File: src/rtl/seqov_pkg.sv
package seqov_pkg;

    typedef enum logic [1:0] {
        VAR_POS  = 2'd0,
        VAR_NEG  = 2'd1,
        VAR_ZERO = 2'd2,
        VAR_RSVD = 2'd3
    } variant_t;

    typedef enum logic [1:0] {
        ST_IDLE    = 2'd0,
        ST_TIMING  = 2'd1,
        ST_EXPIRED = 2'd2
    } stage_state_t;

    typedef enum logic {
        TR_CLEAR = 1'b0,
        TR_HELD  = 1'b1
    } trip_state_t;

endpackage

File: src/rtl/seqov_release_level.sv
module seqov_release_level #(
    parameter int MAG_W   = 16,
    parameter int RATIO_W = 8
) (
    input  logic [MAG_W-1:0]   pickup,
    input  logic [RATIO_W-1:0] ratio,
    output logic [MAG_W-1:0]   level
);
    localparam int PROD_W = MAG_W + RATIO_W;

    logic [PROD_W-1:0] prod;
    logic [PROD_W-1:0] shifted;

    always_comb begin
        prod    = {{RATIO_W{1'b0}}, pickup} * {{MAG_W{1'b0}}, ratio};
        shifted = prod >> RATIO_W;
        level   = shifted[MAG_W-1:0];
    end

endmodule

File: src/rtl/seqov_block_sel.sv
module seqov_block_sel
    import seqov_pkg::*;
(
    input  logic [1:0] variant,
    input  logic       ext_blk,
    input  logic       volt_fail,
    input  logic       vt_trip,
    input  logic       dead_time,
    output logic       blk
);
    variant_t v;
    logic     asym_src;
    logic     dead_src;

    always_comb begin
        v        = variant_t'(variant);
        asym_src = 1'b0;
        dead_src = 1'b0;
        unique case (v)
            VAR_NEG: begin
                asym_src = volt_fail | vt_trip;
                dead_src = dead_time;
            end
            VAR_ZERO: begin
                asym_src = volt_fail | vt_trip;
            end
            VAR_POS, VAR_RSVD: begin
                asym_src = 1'b0;
            end
        endcase
        blk = ext_blk | asym_src | dead_src;
    end

endmodule

File: src/rtl/seqov_stage.sv
module seqov_stage
    import seqov_pkg::*;
#(
    parameter int MAG_W   = 16,
    parameter int RATIO_W = 8,
    parameter int DLY_W   = 16
) (
    input  logic               clk,
    input  logic               rst_n,
    input  logic               tick,
    input  logic               blk,
    input  logic [MAG_W-1:0]   mag,
    input  logic [MAG_W-1:0]   pickup,
    input  logic [RATIO_W-1:0] ratio,
    input  logic [DLY_W-1:0]   delay,
    output logic               picked,
    output logic               expired
);
    stage_state_t     state_q, state_d;
    logic [DLY_W-1:0] cnt_q, cnt_d;
    logic [DLY_W-1:0] cnt_inc;
    logic [MAG_W-1:0] rel_lvl;
    logic             above_pu;
    logic             below_rel;

    seqov_release_level #(
        .MAG_W   (MAG_W),
        .RATIO_W (RATIO_W)
    ) u_rel (
        .pickup (pickup),
        .ratio  (ratio),
        .level  (rel_lvl)
    );

    // state register
    always_ff @(posedge clk) begin
        if (!rst_n) begin
            state_q <= ST_IDLE;
            cnt_q   <= '0;
        end else begin
            state_q <= state_d;
            cnt_q   <= cnt_d;
        end
    end

    // next-state logic
    always_comb begin
        above_pu  = (mag >= pickup);
        below_rel = (mag < rel_lvl);
        cnt_inc   = cnt_q + 1'b1;
        state_d   = state_q;
        cnt_d     = cnt_q;
        if (blk) begin
            state_d = ST_IDLE;            // inhibit
            cnt_d   = '0;
        end else if (tick) begin
            unique case (state_q)
                ST_IDLE: begin
                    if (above_pu) begin
                        cnt_d = '0;
                        if (delay == '0) state_d = ST_EXPIRED;  // arm-expire
                        else             state_d = ST_TIMING;   // arm
                    end
                end
                ST_TIMING: begin
                    if (below_rel) begin
                        state_d = ST_IDLE;                      // release
                        cnt_d   = '0;
                    end else if (cnt_inc >= delay) begin
                        state_d = ST_EXPIRED;                   // expire
                        cnt_d   = '0;
                    end else begin
                        cnt_d   = cnt_inc;
                    end
                end
                ST_EXPIRED: begin
                    if (below_rel) begin
                        state_d = ST_IDLE;                      // release
                        cnt_d   = '0;
                    end
                end
                default: begin
                    state_d = ST_IDLE;
                    cnt_d   = '0;
                end
            endcase
        end
    end

    // outputs
    always_comb begin
        picked  = (state_q != ST_IDLE);
        expired = (state_q == ST_EXPIRED);
    end

endmodule

File: src/rtl/seqov_trip.sv
module seqov_trip
    import seqov_pkg::*;
(
    input  logic clk,
    input  logic rst_n,
    input  logic blk,
    input  logic any_pu,
    input  logic any_to,
    output logic trip
);
    trip_state_t tstate_q, tstate_d;

    always_ff @(posedge clk) begin
        if (!rst_n) tstate_q <= TR_CLEAR;
        else        tstate_q <= tstate_d;
    end

    always_comb begin
        tstate_d = tstate_q;
        unique case (tstate_q)
            TR_CLEAR: if (any_to && !blk)       tstate_d = TR_HELD;   // latch
            TR_HELD:  if (blk || !any_pu)       tstate_d = TR_CLEAR;  // unlatch
            default:                            tstate_d = TR_CLEAR;
        endcase
    end

    always_comb begin
        trip = any_to || ((tstate_q == TR_HELD) && any_pu);
    end

endmodule

File: src/rtl/seqov_guard.sv
module seqov_guard
    import seqov_pkg::*;
#(
    parameter int MAG_W   = 16,
    parameter int RATIO_W = 8,
    parameter int DLY_W   = 16
) (
    input  logic               clk,
    input  logic               rst_n,
    input  logic               tick,
    input  logic [MAG_W-1:0]   mag,
    input  logic [1:0]         variant,
    input  logic               ext_blk,
    input  logic               volt_fail,
    input  logic               vt_trip,
    input  logic               dead_time,
    input  logic [MAG_W-1:0]   lo_pickup,
    input  logic [RATIO_W-1:0] lo_ratio,
    input  logic [DLY_W-1:0]   lo_delay,
    input  logic [MAG_W-1:0]   hi_pickup,
    input  logic [RATIO_W-1:0] hi_ratio,
    input  logic [DLY_W-1:0]   hi_delay,
    output logic               lo_pu,
    output logic               lo_to,
    output logic               hi_pu,
    output logic               hi_to,
    output logic               trip
);
    localparam int N_STAGES = 2;

    logic                          blk;
    logic [N_STAGES-1:0][MAG_W-1:0]   pu_set;
    logic [N_STAGES-1:0][RATIO_W-1:0] ratio_set;
    logic [N_STAGES-1:0][DLY_W-1:0]   dly_set;
    logic [N_STAGES-1:0]              pu_v;
    logic [N_STAGES-1:0]              to_v;

    seqov_block_sel u_blk (
        .variant   (variant),
        .ext_blk   (ext_blk),
        .volt_fail (volt_fail),
        .vt_trip   (vt_trip),
        .dead_time (dead_time),
        .blk       (blk)
    );

    always_comb begin
        pu_set[0]    = lo_pickup;
        pu_set[1]    = hi_pickup;
        ratio_set[0] = lo_ratio;
        ratio_set[1] = hi_ratio;
        dly_set[0]   = lo_delay;
        dly_set[1]   = hi_delay;
    end

    for (genvar s = 0; s < N_STAGES; s++) begin : g_stage
        seqov_stage #(
            .MAG_W   (MAG_W),
            .RATIO_W (RATIO_W),
            .DLY_W   (DLY_W)
        ) u_stage (
            .clk     (clk),
            .rst_n   (rst_n),
            .tick    (tick),
            .blk     (blk),
            .mag     (mag),
            .pickup  (pu_set[s]),
            .ratio   (ratio_set[s]),
            .delay   (dly_set[s]),
            .picked  (pu_v[s]),
            .expired (to_v[s])
        );
    end

    seqov_trip u_trip (
        .clk    (clk),
        .rst_n  (rst_n),
        .blk    (blk),
        .any_pu (|pu_v),
        .any_to (|to_v),
        .trip   (trip)
    );

    always_comb begin
        lo_pu = pu_v[0];
        lo_to = to_v[0];
        hi_pu = pu_v[1];
        hi_to = to_v[1];
    end

endmodule

File: config.mk
export PLATFORM = sky130hd
export DESIGN_NAME = seqov_guard
export DESIGN_NICKNAME = d
export VERILOG_FILES = /design/src/rtl/seqov_pkg.sv /design/src/rtl/seqov_release_level.sv /design/src/rtl/seqov_block_sel.sv /design/src/rtl/seqov_stage.sv /design/src/rtl/seqov_trip.sv /design/src/rtl/seqov_guard.sv
export SDC_FILE = /design/constraint.sdc
export NUM_CORES = 1
export LEC_CHECK = 0
export BUFFER_PORTS_ARGS = -buffer_cell sky130_fd_sc_hd__buf_2
export CAP_MARGIN = 20
export CORE_ASPECT_RATIO = 0.8
export CORE_MARGIN = 3
export CORE_UTILIZATION = 55
export CTS_BUF_LIST = sky130_fd_sc_hd__clkbuf_8
export DETAILED_ROUTE_END_ITERATION = 6
export GPL_ROUTABILITY_DRIVEN = 1
export PLACE_DENSITY = 0.75
export SLEW_MARGIN = 20
export SYNTH_ARGS = -nofsm -noshare
export SYNTH_HDL_FRONTEND = slang
export SYNTH_SLANG_ARGS = --single-unit
File: constraint.sdc
create_clock -name clk -period 7.4 [get_ports clk]
set_clock_uncertainty 0.15 [all_clocks]
set_input_delay 0.37 -clock clk [delete_from_list [all_inputs] [get_ports clk]]
set_output_delay 0.37 -clock clk [all_outputs]
set_load 0.005 [all_outputs]
==> results of run 1 <==
stage by stage:
step           std cells  instance area (um^2)  setup WS (ps)  total power [mW]
2_1_floorplan       1406                 12000            762              2.23
3_3_place_gp        1763                 12800          -81.5              2.76
3_5_place_dp        1763                 12800           -195              2.83
4_1_cts             1771                 12900            105              2.99
5_1_grt             1773                 13000           16.4              3.47
6_report            1774                 13000            514              3.02
placed cells by master (no fill, tap or decap), types with 28 or more instances in the layout:
| cell type | n |
|---|---|
| sky130_fd_sc_hd__xor2_1 | 28 |
| sky130_fd_sc_hd__dfxtp_1 | 37 |
| sky130_fd_sc_hd__fa_1 | 166 |
| sky130_fd_sc_hd__nand2_1 | 84 |
| sky130_fd_sc_hd__nor2_1 | 30 |
| sky130_fd_sc_hd__buf_2 | 107 |
| sky130_fd_sc_hd__xnor2_1 | 29 |
| sky130_fd_sc_hd__inv_1 | 275 |
| sky130_fd_sc_hd__a21oi_1 | 46 |
| sky130_fd_sc_hd__and2_1 | 200 |
| sky130_fd_sc_hd__ha_1 | 179 |
| sky130_fd_sc_hd__a21o_1 | 48 |
how the worst max path moves through the flow:
stage | startpoint | slack, ps | endpoint
detailed placement | lo_ratio[6] | -200 | g_stage[0].u_stage.cnt_q[3]
global route | lo_ratio[7] | 20 | g_stage[0].u_stage.cnt_q[13]
floorplan | lo_ratio[6] | 760 | g_stage[0].u_stage.cnt_q[0]
global placement | lo_ratio[7] | -80 | g_stage[0].u_stage.cnt_q[3]
CTS | lo_ratio[7] | 100 | g_stage[0].u_stage.cnt_q[3]
finish | lo_pickup[5] | 510 | g_stage[0].u_stage.cnt_q[3]
per-layer routing:
layer  track usage  part of all wire  wire length, um
met4        0.0504             0.017              479
met2         0.420              0.48            13500
met3        0.0260             0.047             1320
met1         0.344              0.46            12800
met5             0           0.00082               23
synth_stat cells (3+ instances only):
cell type | count | area, um^2
sky130_fd_sc_hd__xnor2_1 | 29 | 254
sky130_fd_sc_hd__a21oi_1 | 47 | 235
sky130_fd_sc_hd__a211oi_1 | 7 | 52.6
sky130_fd_sc_hd__nand2_1 | 84 | 315
sky130_fd_sc_hd__nand3_1 | 24 | 120
sky130_fd_sc_hd__a211oi_2 | 3 | 37.5
sky130_fd_sc_hd__or2_1 | 4 | 25.0
sky130_fd_sc_hd__nor4_1 | 14 | 87.6
sky130_fd_sc_hd__o211ai_1 | 9 | 67.6
sky130_fd_sc_hd__dfxtp_1 | 37 | 741
sky130_fd_sc_hd__or2_2 | 3 | 18.8
sky130_fd_sc_hd__xor2_1 | 28 | 245
sky130_fd_sc_hd__and2_1 | 200 | 1250
sky130_fd_sc_hd__and4_1 | 3 | 26.3
sky130_fd_sc_hd__nand3_2 | 5 | 50.1
sky130_fd_sc_hd__ha_1 | 179 | 2240
sky130_fd_sc_hd__o21a_1 | 9 | 67.6
sky130_fd_sc_hd__a21o_1 | 48 | 360
sky130_fd_sc_hd__nor2b_1 | 13 | 81.3
sky130_fd_sc_hd__a32o_1 | 12 | 120
sky130_fd_sc_hd__nor3_1 | 15 | 75.1
sky130_fd_sc_hd__o21ai_0 | 26 | 130
sky130_fd_sc_hd__o21ai_1 | 12 | 60.1
sky130_fd_sc_hd__inv_1 | 272 | 1020
sky130_fd_sc_hd__clkbuf_1 | 23 | 86.3
sky130_fd_sc_hd__a22o_1 | 3 | 26.3
sky130_fd_sc_hd__o31a_1 | 3 | 26.3
sky130_fd_sc_hd__o31ai_1 | 4 | 30.0
sky130_fd_sc_hd__nand4_1 | 16 | 100
sky130_fd_sc_hd__nand2b_1 | 16 | 100
sky130_fd_sc_hd__and3_1 | 10 | 62.6
sky130_fd_sc_hd__nor2_1 | 31 | 116
sky130_fd_sc_hd__fa_1 | 166 | 3320
layout make-up:
| type | instances | area, um^2 | share of cell area |
|---|---|---|---|
| antenna | 2 | 5.00 | 0.000386 |
| clock buffer | 5 | 68.8 | 0.00530 |
| clock inverter | 3 | 11.3 | 0.000868 |
| inverter | 272 | 1020 | 0.0787 |
| multi-input combinational | 1070 | 10200 | 0.785 |
| sequential | 37 | 741 | 0.0571 |
| tap | 269 | 337 | 0.0259 |
| timing repair buffer | 116 | 603 | 0.0465 |
power by group:
part           internal, mW  switching (mW)  total, mW
registers             0.199        0.000632      0.200
logic                  1.18            1.50       2.69
clock network        0.0628          0.0732      0.136
worst min-delay path: cells and delay by family, from the launching register on:
kind             cells  cell delay, ps
flip-flops           1             340
AO/OA/AOI/OAI        1              60
AND/OR/NAND/NOR      1              70
registers in the layout (all words and copies together), names as in the netlist:
| signal | flops |
|---|---|
| u_trip.tstate_q | 1 |
| g_stage.u_stage.cnt_q | 32 |
| g_stage.u_stage.state_q | 4 |
cell families (layout without fill, tap and decap cells):
group	Yosys count	after routing	synth area share
xor+xnor	57	57	0.0415
simple gates	455	455	0.216
mux	3	3	0.00270
compound gates	210	210	0.121
fa+ha+maj	345	345	0.462
buf+inv	299	396	0.0951
flops	37	37	0.0615
other cells	0	2	0
timing repair:
| action | 4_1_cts | 5_1_grt |
|---|---|---|
| setup buffers | 0 | 1 |
| endpoints found under the hold margin | 0 | 0 |
| gates resized for setup | 0 | 10 |
| endpoints found under the setup margin | 0 | 18 |
==> impl_metrics.xml, run 1 <==
<?xml version="1.0" encoding="UTF-8"?>
<metrics>
  <group name="critical_path">
    <metric name="worst-path-buf-inv" unit="">5</metric>
    <metric name="critPathSlowestCell" unit="">sky130_fd_sc_hd__fa_1</metric>
    <metric name="critPathMaxFanout" unit="">15</metric>
    <metric name="rrSetupSlack" unit="ps">2810</metric>
    <metric name="worst_ep_arrival_time" unit="ps">6980</metric>
    <metric name="timing.critical_path.to_type" unit="">flip-flop</metric>
    <metric name="cp_num_cells" unit="">27</metric>
    <metric name="critical_path_required" unit="ps">7490</metric>
    <metric name="reg2reg_depth" unit="">15</metric>
    <metric name="critical_path.max_stage_delay" unit="ps">550</metric>
    <metric name="criticalPathCategory" unit="">in -&gt; reg</metric>
    <metric name="critical-path-top-delay-family" unit="">adder cells</metric>
    <metric name="cp_common_cell" unit="">sky130_fd_sc_hd__fa_1</metric>
    <metric name="r2r-end" unit="">g_stage[1].u_stage.cnt_q[8]</metric>
    <metric name="setup_crit_start_kind" unit="">primary input</metric>
    <metric name="timing.rr.start" unit="">g_stage[1].u_stage.cnt_q[0]</metric>
  </group>
  <group name="floorplanning">
    <metric name="floorplan_die_width" unit="um">171</metric>
    <metric name="std_cell_rows" unit="">47</metric>
    <metric name="floorplan.die_area" unit="um^2">23700</metric>
    <metric name="chipHeight" unit="um">138</metric>
    <metric name="core_region_area" unit="um^2">21100</metric>
    <metric name="top_level_ports" unit="">110</metric>
    <metric name="initial_util" unit="">0.570</metric>
  </group>
  <group name="run_status">
    <metric name="status" unit="">finished, final reports clean</metric>
  </group>
  <group name="synthesis">
    <metric name="synth_enable_flop_cells" unit="">0</metric>
    <metric name="synth_cells" unit="">1406</metric>
    <metric name="synth-main-ff-cell" unit="">sky130_fd_sc_hd__dfxtp_1</metric>
    <metric name="ys_async_sr_fraction" unit="">0</metric>
    <metric name="synth_sequential_area_ratio" unit="">0.0615</metric>
    <metric name="post_synth.cell_area_avg" unit="um^2">8.57</metric>
    <metric name="postSynthRegisterBits" unit="">37</metric>
    <metric name="synth.lib_cells_used.distinct" unit="">71</metric>
    <metric name="post_synth_instance_area" unit="um^2">12000</metric>
    <metric name="count_of_warnings_emitted_by_yosys" unit="">0</metric>
    <metric name="synthesis.nets" unit="">1856</metric>
  </group>
  <group name="layout">
    <metric name="drive_above_1_share" unit="">0.103</metric>
    <metric name="nNetsFinal" unit="">1952</metric>
    <metric name="layout.filler_cells" unit="">1890</metric>
    <metric name="finish.utilization" unit="">0.615</metric>
    <metric name="syn_to_layout_area_delta" unit="%">7.78</metric>
  </group>
  <group name="sta">
    <metric name="fin_setup_tns" unit="ps">0</metric>
    <metric name="maxClockFrequency" unit="MHz">145</metric>
    <metric name="slew_viol_final" unit="">0</metric>
    <metric name="finalHoldWorstSlack" unit="ps">356</metric>
    <metric name="final_min_period_over_clock_period" unit="">0.931</metric>
    <metric name="tightestPinTransition" unit="ps">1110</metric>
    <metric name="timing.final.hold_violations" unit="">0</metric>
    <metric name="period_needed" unit="ps">6890</metric>
    <metric name="final-setup-viol-count" unit="">0</metric>
    <metric name="max_slew_margin" unit="">0.260</metric>
    <metric name="grt_setup_unrepaired" unit="">no</metric>
  </group>
  <group name="route">
    <metric name="drc" unit="">0</metric>
    <metric name="drt_pre_antenna_iters" unit="">5</metric>
    <metric name="routed_wirelength" unit="mm">28.1</metric>
    <metric name="routed-via-count" unit="">9843</metric>
    <metric name="postRouteAntennaNets" unit="">0</metric>
    <metric name="avgRoutedWirePerCell" unit="um">15.8</metric>
    <metric name="drt_iter0_drc" unit="">427</metric>
    <metric name="detail_route.vias_per_cell" unit="">5.55</metric>
  </group>
  <group name="hold_path">
    <metric name="worstHoldPathCells" unit="">2</metric>
    <metric name="hold_path.startpoint" unit="">g_stage[1].u_stage.cnt_q[14]</metric>
    <metric name="min-delay-path-class" unit="">reg -&gt; reg</metric>
    <metric name="timing.hold.worst_endpoint" unit="">g_stage[1].u_stage.cnt_q[14]</metric>
  </group>
  <group name="clock_tree">
    <metric name="cts_tree" unit="">yes</metric>
    <metric name="hold_buffers" unit="">0</metric>
    <metric name="clock_tree_root_driver_cell" unit="">sky130_fd_sc_hd__clkbuf_8</metric>
    <metric name="maximum_level_of_the_cts_h_tree" unit="">2</metric>
    <metric name="max_buffers_root_to_sink" unit="">2</metric>
    <metric name="tritoncts.num_buffers" unit="">5</metric>
    <metric name="cts_sinks" unit="">37</metric>
    <metric name="clk_transition_reported_paths" unit="ps">80</metric>
    <metric name="clk-insertion-delay-late" unit="ps">300</metric>
  </group>
  <group name="global_routing">
    <metric name="number_of_global_route_vias_before_repair" unit="">10421</metric>
    <metric name="grt_first_pass_wirelength" unit="mm">49.1</metric>
    <metric name="grtUsageTotal" unit="">0.247</metric>
    <metric name="overflow" unit="">0</metric>
    <metric name="grt_max_degree" unit="">17</metric>
    <metric name="antenna_found_initial" unit="">4</metric>
  </group>
  <group name="pwr">
    <metric name="cellPowerDensity" unit="nW/um^2">233</metric>
    <metric name="power.static_leakage" unit="nW">6.89</metric>
    <metric name="ir_drop" unit="V">0.000154</metric>
  </group>
  <group name="place">
    <metric name="gp_congestion" unit="">0.833</metric>
    <metric name="numPortBuffers" unit="">109</metric>
    <metric name="hpwlAfterDp" unit="mm">23.2</metric>
  </group>
  <group name="flow_run">
    <metric name="max_cap_violations" unit="">0</metric>
  </group>
</metrics>
(Power assumes the default switching activity.)
==> run 2: changes to the inputs <==
--- a/config.mk
+++ b/config.mk
@@ -13,7 +13,9 @@
 export CTS_BUF_LIST = sky130_fd_sc_hd__clkbuf_8
 export DETAILED_ROUTE_END_ITERATION = 6
 export GPL_ROUTABILITY_DRIVEN = 1
+export GPL_TIMING_DRIVEN = 0
 export PLACE_DENSITY = 0.75
+export SKIP_LAST_GASP = 1
 export SLEW_MARGIN = 20
 export SYNTH_ARGS = -nofsm -noshare
 export SYNTH_HDL_FRONTEND = slang
==> impl_metrics.xml, run 2 (synthesis gave the netlist of run 1 again) <==
<?xml version="1.0" encoding="UTF-8"?>
<metrics>
  <group name="run_status">
    <metric name="status" unit="">finished, final reports clean</metric>
  </group>
  <group name="critical_path">
    <metric name="critical_path_required" unit="ps">7490</metric>
    <metric name="cp_common_cell" unit="">sky130_fd_sc_hd__fa_1</metric>
    <metric name="cp-startpoint" unit="">lo_ratio[6]</metric>
    <metric name="critPathSlowestCell" unit="">sky130_fd_sc_hd__fa_1</metric>
    <metric name="worst-path-buf-inv" unit="">5</metric>
    <metric name="critical_path.max_stage_delay" unit="ps">550</metric>
    <metric name="worst_ep_arrival_time" unit="ps">7170</metric>
    <metric name="timing.critical_path.to_type" unit="">flip-flop</metric>
    <metric name="critical-path-top-delay-family" unit="">adder cells</metric>
    <metric name="critPathMaxFanout" unit="">10</metric>
    <metric name="timing.rr.start" unit="">g_stage[0].u_stage.cnt_q[0]</metric>
    <metric name="criticalPathCategory" unit="">in -&gt; reg</metric>
    <metric name="setup_crit_start_kind" unit="">primary input</metric>
  </group>
  <group name="pwr">
    <metric name="power.static_leakage" unit="nW">6.91</metric>
    <metric name="ir_drop" unit="V">0.000177</metric>
    <metric name="cellPowerDensity" unit="nW/um^2">230</metric>
  </group>
  <group name="clock_tree">
    <metric name="cts_tree" unit="">yes</metric>
    <metric name="tritoncts.num_buffers" unit="">5</metric>
    <metric name="max_buffers_root_to_sink" unit="">2</metric>
    <metric name="hold_buffers" unit="">0</metric>
    <metric name="clk-insertion-delay-late" unit="ps">310</metric>
    <metric name="cts_sinks" unit="">37</metric>
    <metric name="maximum_level_of_the_cts_h_tree" unit="">2</metric>
    <metric name="clk_transition_reported_paths" unit="ps">80</metric>
    <metric name="clock_tree_root_driver_cell" unit="">sky130_fd_sc_hd__clkbuf_8</metric>
  </group>
  <group name="place">
    <metric name="hpwlAfterDp" unit="mm">23.9</metric>
    <metric name="gp_congestion" unit="">0.854</metric>
    <metric name="numPortBuffers" unit="">105</metric>
  </group>
  <group name="layout">
    <metric name="mostFrequentLayoutCell" unit="">sky130_fd_sc_hd__inv_1</metric>
    <metric name="syn_to_layout_area_delta" unit="%">8.16</metric>
    <metric name="largest_register" unit="">g_stage.u_stage.cnt_q</metric>
    <metric name="final_cell_mix" unit="">sky130_fd_sc_hd__inv_1 (272), sky130_fd_sc_hd__and2_1 (200), sky130_fd_sc_hd__ha_1 (179)</metric>
    <metric name="nNetsFinal" unit="">1967</metric>
    <metric name="layout.filler_cells" unit="">1929</metric>
    <metric name="largestRegisters" unit="">g_stage.u_stage.cnt_q x32, g_stage.u_stage.state_q x4, u_trip.tstate_q x1</metric>
    <metric name="largest_register_ff_count" unit="">32</metric>
    <metric name="drive_above_1_share" unit="">0.102</metric>
  </group>
  <group name="sta">
    <metric name="fin_setup_tns" unit="ps">0</metric>
    <metric name="tightestPinTransition" unit="ps">780</metric>
    <metric name="finalHoldWorstSlack" unit="ps">353</metric>
    <metric name="period_needed" unit="ps">7080</metric>
    <metric name="max_slew_margin" unit="">0.477</metric>
    <metric name="slew_viol_final" unit="">0</metric>
    <metric name="maxClockFrequency" unit="MHz">141</metric>
    <metric name="final_min_period_over_clock_period" unit="">0.957</metric>
    <metric name="grt_setup_unrepaired" unit="">no</metric>
    <metric name="final-setup-viol-count" unit="">0</metric>
    <metric name="timing.final.hold_violations" unit="">0</metric>
  </group>
  <group name="route">
    <metric name="drc" unit="">0</metric>
    <metric name="routed-via-count" unit="">9957</metric>
    <metric name="avgRoutedWirePerCell" unit="um">15.9</metric>
    <metric name="routed_wirelength" unit="mm">28.3</metric>
    <metric name="detail_route.vias_per_cell" unit="">5.58</metric>
    <metric name="drt_pre_antenna_iters" unit="">4</metric>
    <metric name="drt_iter0_drc" unit="">399</metric>
    <metric name="postRouteAntennaNets" unit="">0</metric>
  </group>
  <group name="global_routing">
    <metric name="grt_first_pass_wirelength" unit="mm">49.1</metric>
    <metric name="overflow" unit="">0</metric>
    <metric name="antenna_found_initial" unit="">4</metric>
    <metric name="number_of_global_route_vias_before_repair" unit="">10442</metric>
    <metric name="grtUsageTotal" unit="">0.250</metric>
    <metric name="grt_max_degree" unit="">17</metric>
  </group>
  <group name="floorplanning">
    <metric name="floorplan_die_width" unit="um">171</metric>
    <metric name="top_level_ports" unit="">110</metric>
    <metric name="core_region_area" unit="um^2">21100</metric>
    <metric name="chipHeight" unit="um">138</metric>
    <metric name="std_cell_rows" unit="">47</metric>
    <metric name="initial_util" unit="">0.570</metric>
    <metric name="floorplan.die_area" unit="um^2">23700</metric>
  </group>
  <group name="hold_path">
    <metric name="hold_path.startpoint" unit="">g_stage[1].u_stage.cnt_q[1]</metric>
    <metric name="min-delay-path-class" unit="">reg -&gt; reg</metric>
  </group>
  <group name="flow_run">
    <metric name="max_cap_violations" unit="">0</metric>
  </group>
</metrics>
## run 2: cell types whose count changed in the layout (fill, tap and decap cells not counted), sizes merged
cell / delta
clkbuf: +18
buf: -3
inv: -3
clkinv: +1
diode: -1
## run 2: layout make-up
class	instances	area (um^2)	area share
diodes	1	2.50	0.000192
clock buffers	5	68.8	0.00528
multi-input cells	1070	10200	0.783
clock inverters	1	5.00	0.000384
repair buffers	107	541	0.0415
plain buffers	24	118	0.00903
flip-flops and latches	37	741	0.0569
inverters	272	1020	0.0784
well taps	269	337	0.0258
## run 2: per-stage QoR
step | worst slack (ps) | instance area (um^2) | power (mW) | instances | utilization
finish | 319 | 13000 | 3.00 | 1786 | 0.617
global route | 12.4 | 13000 | 3.43 | 1786 | 0.617
CTS | 38.5 | 13000 | 2.96 | 1783 | 0.615
detailed placement | -697 | 12900 | 2.80 | 1780 | 0.611
global placement | -545 | 12900 | 2.72 | 1780 | 0.611
floorplan | 762 | 12000 | 2.23 | 1406 | -
## run 2: report_power, final
group | total [mW] | internal (mW) | switching (mW)
clock | 0.140 | 0.0621 | 0.0779
combinational | 2.66 | 1.18 | 1.47
sequential | 0.200 | 0.199 | 0.000636
total | 3.00 | 1.45 | 1.55
## run 2: final timing paths
kind / endpoint / cells after the start / slack, ps
setup / recovery: g_stage[0].u_stage.cnt_q[9] / 27 / 320
hold / removal: g_stage[1].u_stage.cnt_q[1] / 2 / 350
setup reg to reg: g_stage[0].u_stage.cnt_q[9] / 18 / 3010
hold reg to reg: g_stage[1].u_stage.cnt_q[1] / 2 / 350
## run 2: worst register-to-register path: cells and delay by family (launching register included)
family / cells / cell delay (ps)
adder cells (fa/ha/maj): 2 / 560
buffers and inverters: 1 / 270
AND/OR/NAND/NOR: 8 / 1530
XOR/XNOR: 1 / 270
AO/OA/AOI/OAI: 6 / 1140
flip-flops: 1 / 410
## run 2: routing by layer
layer / track usage / up-vias / part of all wire
li1: - / 4788 / -
met1: 0.348 / 4905 / 0.46
met2: 0.425 / 220 / 0.48
met3: 0.0248 / 38 / 0.043
met4: 0.0500 / 6 / 0.014
met5: 0 / - / 0.0013
## run 2: what timing repair did
| item | 4_1_cts | 5_1_grt |
|---|---|---|
| pin swaps | 0 | 3 |
| setup buffers | 0 | 2 |
| gates resized for setup | 5 | 7 |
| endpoints found under the setup margin | 16 | 18 |
==> run 3: changes to the inputs <==
--- a/config.mk
+++ b/config.mk
@@ -15,6 +15,7 @@
 export GPL_ROUTABILITY_DRIVEN = 1
 export GPL_TIMING_DRIVEN = 0
 export PLACE_DENSITY = 0.75
+export SETUP_SLACK_MARGIN = 0.4
 export SKIP_LAST_GASP = 1
 export SLEW_MARGIN = 20
 export SYNTH_ARGS = -nofsm -noshare
==> impl_metrics.xml, run 3 (synthesis gave the netlist of run 1 again) <==
<?xml version="1.0" encoding="UTF-8"?>
<metrics>
  <group name="pwr">
    <metric name="cellPowerDensity" unit="nW/um^2">232</metric>
    <metric name="power.static_leakage" unit="nW">6.97</metric>
    <metric name="ir_drop" unit="V">0.000179</metric>
  </group>
  <group name="critical_path">
    <metric name="critical_path_required" unit="ps">7510</metric>
    <metric name="cp_common_cell" unit="">sky130_fd_sc_hd__fa_1</metric>
    <metric name="critPathMaxFanout" unit="">10</metric>
    <metric name="setup_crit_start_kind" unit="">primary input</metric>
    <metric name="criticalPathCategory" unit="">in -&gt; reg</metric>
    <metric name="worst_ep_arrival_time" unit="ps">6820</metric>
    <metric name="cp-startpoint" unit="">lo_ratio[7]</metric>
    <metric name="timing.critical_path.to_type" unit="">flip-flop</metric>
    <metric name="timing.rr.start" unit="">g_stage[0].u_stage.cnt_q[0]</metric>
    <metric name="critical_path.max_stage_delay" unit="ps">560</metric>
    <metric name="critPathSlowestCell" unit="">sky130_fd_sc_hd__fa_1</metric>
    <metric name="worst-path-buf-inv" unit="">5</metric>
    <metric name="reg2reg_depth" unit="">18</metric>
    <metric name="cp_num_cells" unit="">27</metric>
    <metric name="critical-path-top-delay-family" unit="">adder cells</metric>
  </group>
  <group name="route">
    <metric name="drt_iter0_drc" unit="">424</metric>
    <metric name="avgRoutedWirePerCell" unit="um">15.9</metric>
    <metric name="routed_wirelength" unit="mm">28.5</metric>
    <metric name="routed-via-count" unit="">10022</metric>
    <metric name="detail_route.vias_per_cell" unit="">5.59</metric>
    <metric name="drt_pre_antenna_iters" unit="">5</metric>
    <metric name="drc" unit="">0</metric>
    <metric name="postRouteAntennaNets" unit="">0</metric>
  </group>
  <group name="floorplanning">
    <metric name="floorplan_die_width" unit="um">171</metric>
    <metric name="core_region_area" unit="um^2">21100</metric>
    <metric name="top_level_ports" unit="">110</metric>
    <metric name="chipHeight" unit="um">138</metric>
    <metric name="floorplan.die_area" unit="um^2">23700</metric>
    <metric name="std_cell_rows" unit="">47</metric>
    <metric name="initial_util" unit="">0.570</metric>
  </group>
  <group name="sta">
    <metric name="finalHoldWorstSlack" unit="ps">353</metric>
    <metric name="timing.final.hold_violations" unit="">0</metric>
    <metric name="grt_setup_unrepaired" unit="">no</metric>
    <metric name="max_slew_margin" unit="">0.478</metric>
    <metric name="tightestPinTransition" unit="ps">777</metric>
    <metric name="final-setup-viol-count" unit="">0</metric>
    <metric name="period_needed" unit="ps">6700</metric>
    <metric name="worst_slack" unit="ps">697</metric>
    <metric name="maxClockFrequency" unit="MHz">149</metric>
    <metric name="final_min_period_over_clock_period" unit="">0.906</metric>
    <metric name="slew_viol_final" unit="">0</metric>
  </group>
  <group name="global_routing">
    <metric name="grt_max_degree" unit="">11</metric>
    <metric name="grt_first_pass_wirelength" unit="mm">49.3</metric>
    <metric name="antenna_found_initial" unit="">4</metric>
    <metric name="overflow" unit="">0</metric>
    <metric name="grtUsageTotal" unit="">0.251</metric>
    <metric name="number_of_global_route_vias_before_repair" unit="">10465</metric>
  </group>
  <group name="flow_run">
    <metric name="max_cap_violations" unit="">0</metric>
  </group>
  <group name="clock_tree">
    <metric name="clk_transition_reported_paths" unit="ps">80</metric>
    <metric name="clock_tree_root_driver_cell" unit="">sky130_fd_sc_hd__clkbuf_8</metric>
    <metric name="clk-insertion-delay-late" unit="ps">310</metric>
    <metric name="tritoncts.num_buffers" unit="">5</metric>
    <metric name="cts_tree" unit="">yes</metric>
    <metric name="max_buffers_root_to_sink" unit="">2</metric>
    <metric name="cts_sinks" unit="">37</metric>
    <metric name="maximum_level_of_the_cts_h_tree" unit="">2</metric>
    <metric name="hold_buffers" unit="">0</metric>
  </group>
  <group name="place">
    <metric name="dp_worst_setup_slack" unit="ps">-697</metric>
    <metric name="gp_congestion" unit="">0.854</metric>
    <metric name="hpwlAfterDp" unit="mm">23.9</metric>
    <metric name="dp.cells" unit="">1780</metric>
    <metric name="numPortBuffers" unit="">105</metric>
  </group>
  <group name="layout">
    <metric name="largestRegisters" unit="">g_stage.u_stage.cnt_q x32, g_stage.u_stage.state_q x4, u_trip.tstate_q x1</metric>
    <metric name="drive_above_1_share" unit="">0.114</metric>
    <metric name="largest_register_ff_count" unit="">32</metric>
    <metric name="mostFrequentLayoutCell" unit="">sky130_fd_sc_hd__inv_1</metric>
    <metric name="nNetsFinal" unit="">1974</metric>
    <metric name="largest_register" unit="">g_stage.u_stage.cnt_q</metric>
    <metric name="instances_no_fill" unit="">1793</metric>
    <metric name="syn_to_layout_area_delta" unit="%">8.92</metric>
    <metric name="layout.filler_cells" unit="">1918</metric>
    <metric name="final_cell_mix" unit="">sky130_fd_sc_hd__inv_1 (272), sky130_fd_sc_hd__and2_1 (200), sky130_fd_sc_hd__ha_1 (179)</metric>
  </group>
  <group name="run_status">
    <metric name="status" unit="">finished, final reports clean</metric>
  </group>
  <group name="hold_path">
    <metric name="hold_path.startpoint" unit="">g_stage[1].u_stage.cnt_q[1]</metric>
    <metric name="min-delay-path-class" unit="">reg -&gt; reg</metric>
    <metric name="worstHoldPathCells" unit="">2</metric>
  </group>
</metrics>
run 3: cell count changes in the layout (fill, tap and decap cells not counted), sizes merged:
cell,previous run,this run
clkbuf,25,26
buf,111,117
run 3: final timing paths:
path / end / slack (ps)
worst max-delay path: g_stage[0].u_stage.cnt_q[3] / 700
worst min-delay path: g_stage[1].u_stage.cnt_q[1] / 350
worst max register to register: g_stage[0].u_stage.cnt_q[3] / 3060
worst min register to register: g_stage[1].u_stage.cnt_q[1] / 350
run 3: worst min-delay path: cells and delay by family (launching register included):
family,cells,cell delay (ps)
flops,1,340
simple gates,1,70
compound gates,1,60
run 3: power by group:
group	total [mW]	internal (mW)	leakage [nW]	switching [mW]
combinational	2.70	1.20	6.63	1.50
sequential	0.200	0.199	0.298	0.000642
clock	0.140	0.0621	0.0399	0.0778
run 3: metrics by stage:
stage | area, um^2 | util | total power, mW | setup TNS [ps]
floorplan | 12000 | - | 2.23 | 0
finish | 13100 | 0.621 | 3.04 | 0
global placement | 12900 | 0.611 | 2.72 | -7540
detailed placement | 12900 | 0.611 | 2.80 | -9520
CTS | 13000 | 0.617 | 2.98 | 0
global route | 13100 | 0.621 | 3.48 | 0
run 3: cell type report:
| class | count | area [um^2] | area share |
|---|---|---|---|
| flip-flops and latches | 37 | 741 | 0.0565 |
| repair buffers | 111 | 571 | 0.0435 |
| clock inverters | 1 | 5.00 | 0.000382 |
| plain buffers | 27 | 146 | 0.0112 |
| multi-input cells | 1070 | 10200 | 0.780 |
| diodes | 1 | 2.50 | 0.000191 |
| inverters | 272 | 1020 | 0.0778 |
| clock buffers | 5 | 68.8 | 0.00525 |
| well taps | 269 | 337 | 0.0257 |
run 3: repair_timing:
action / 4_1_cts / 5_1_grt
resized for setup: 12 / 31
buffers inserted: 2 / 4
pin swaps: 2 / 3
endpoints found under the setup margin: 18 / 34
run 3: layer usage:
| metal | wire (um) | GRT usage | share of wire |
|---|---|---|---|
| met1 | 13100 | 0.350 | 0.46 |
| met2 | 13900 | 0.425 | 0.49 |
| met4 | 375 | 0.0500 | 0.013 |
| met3 | 1170 | 0.0251 | 0.041 |
| met5 | 38 | 0 | 0.0013 |
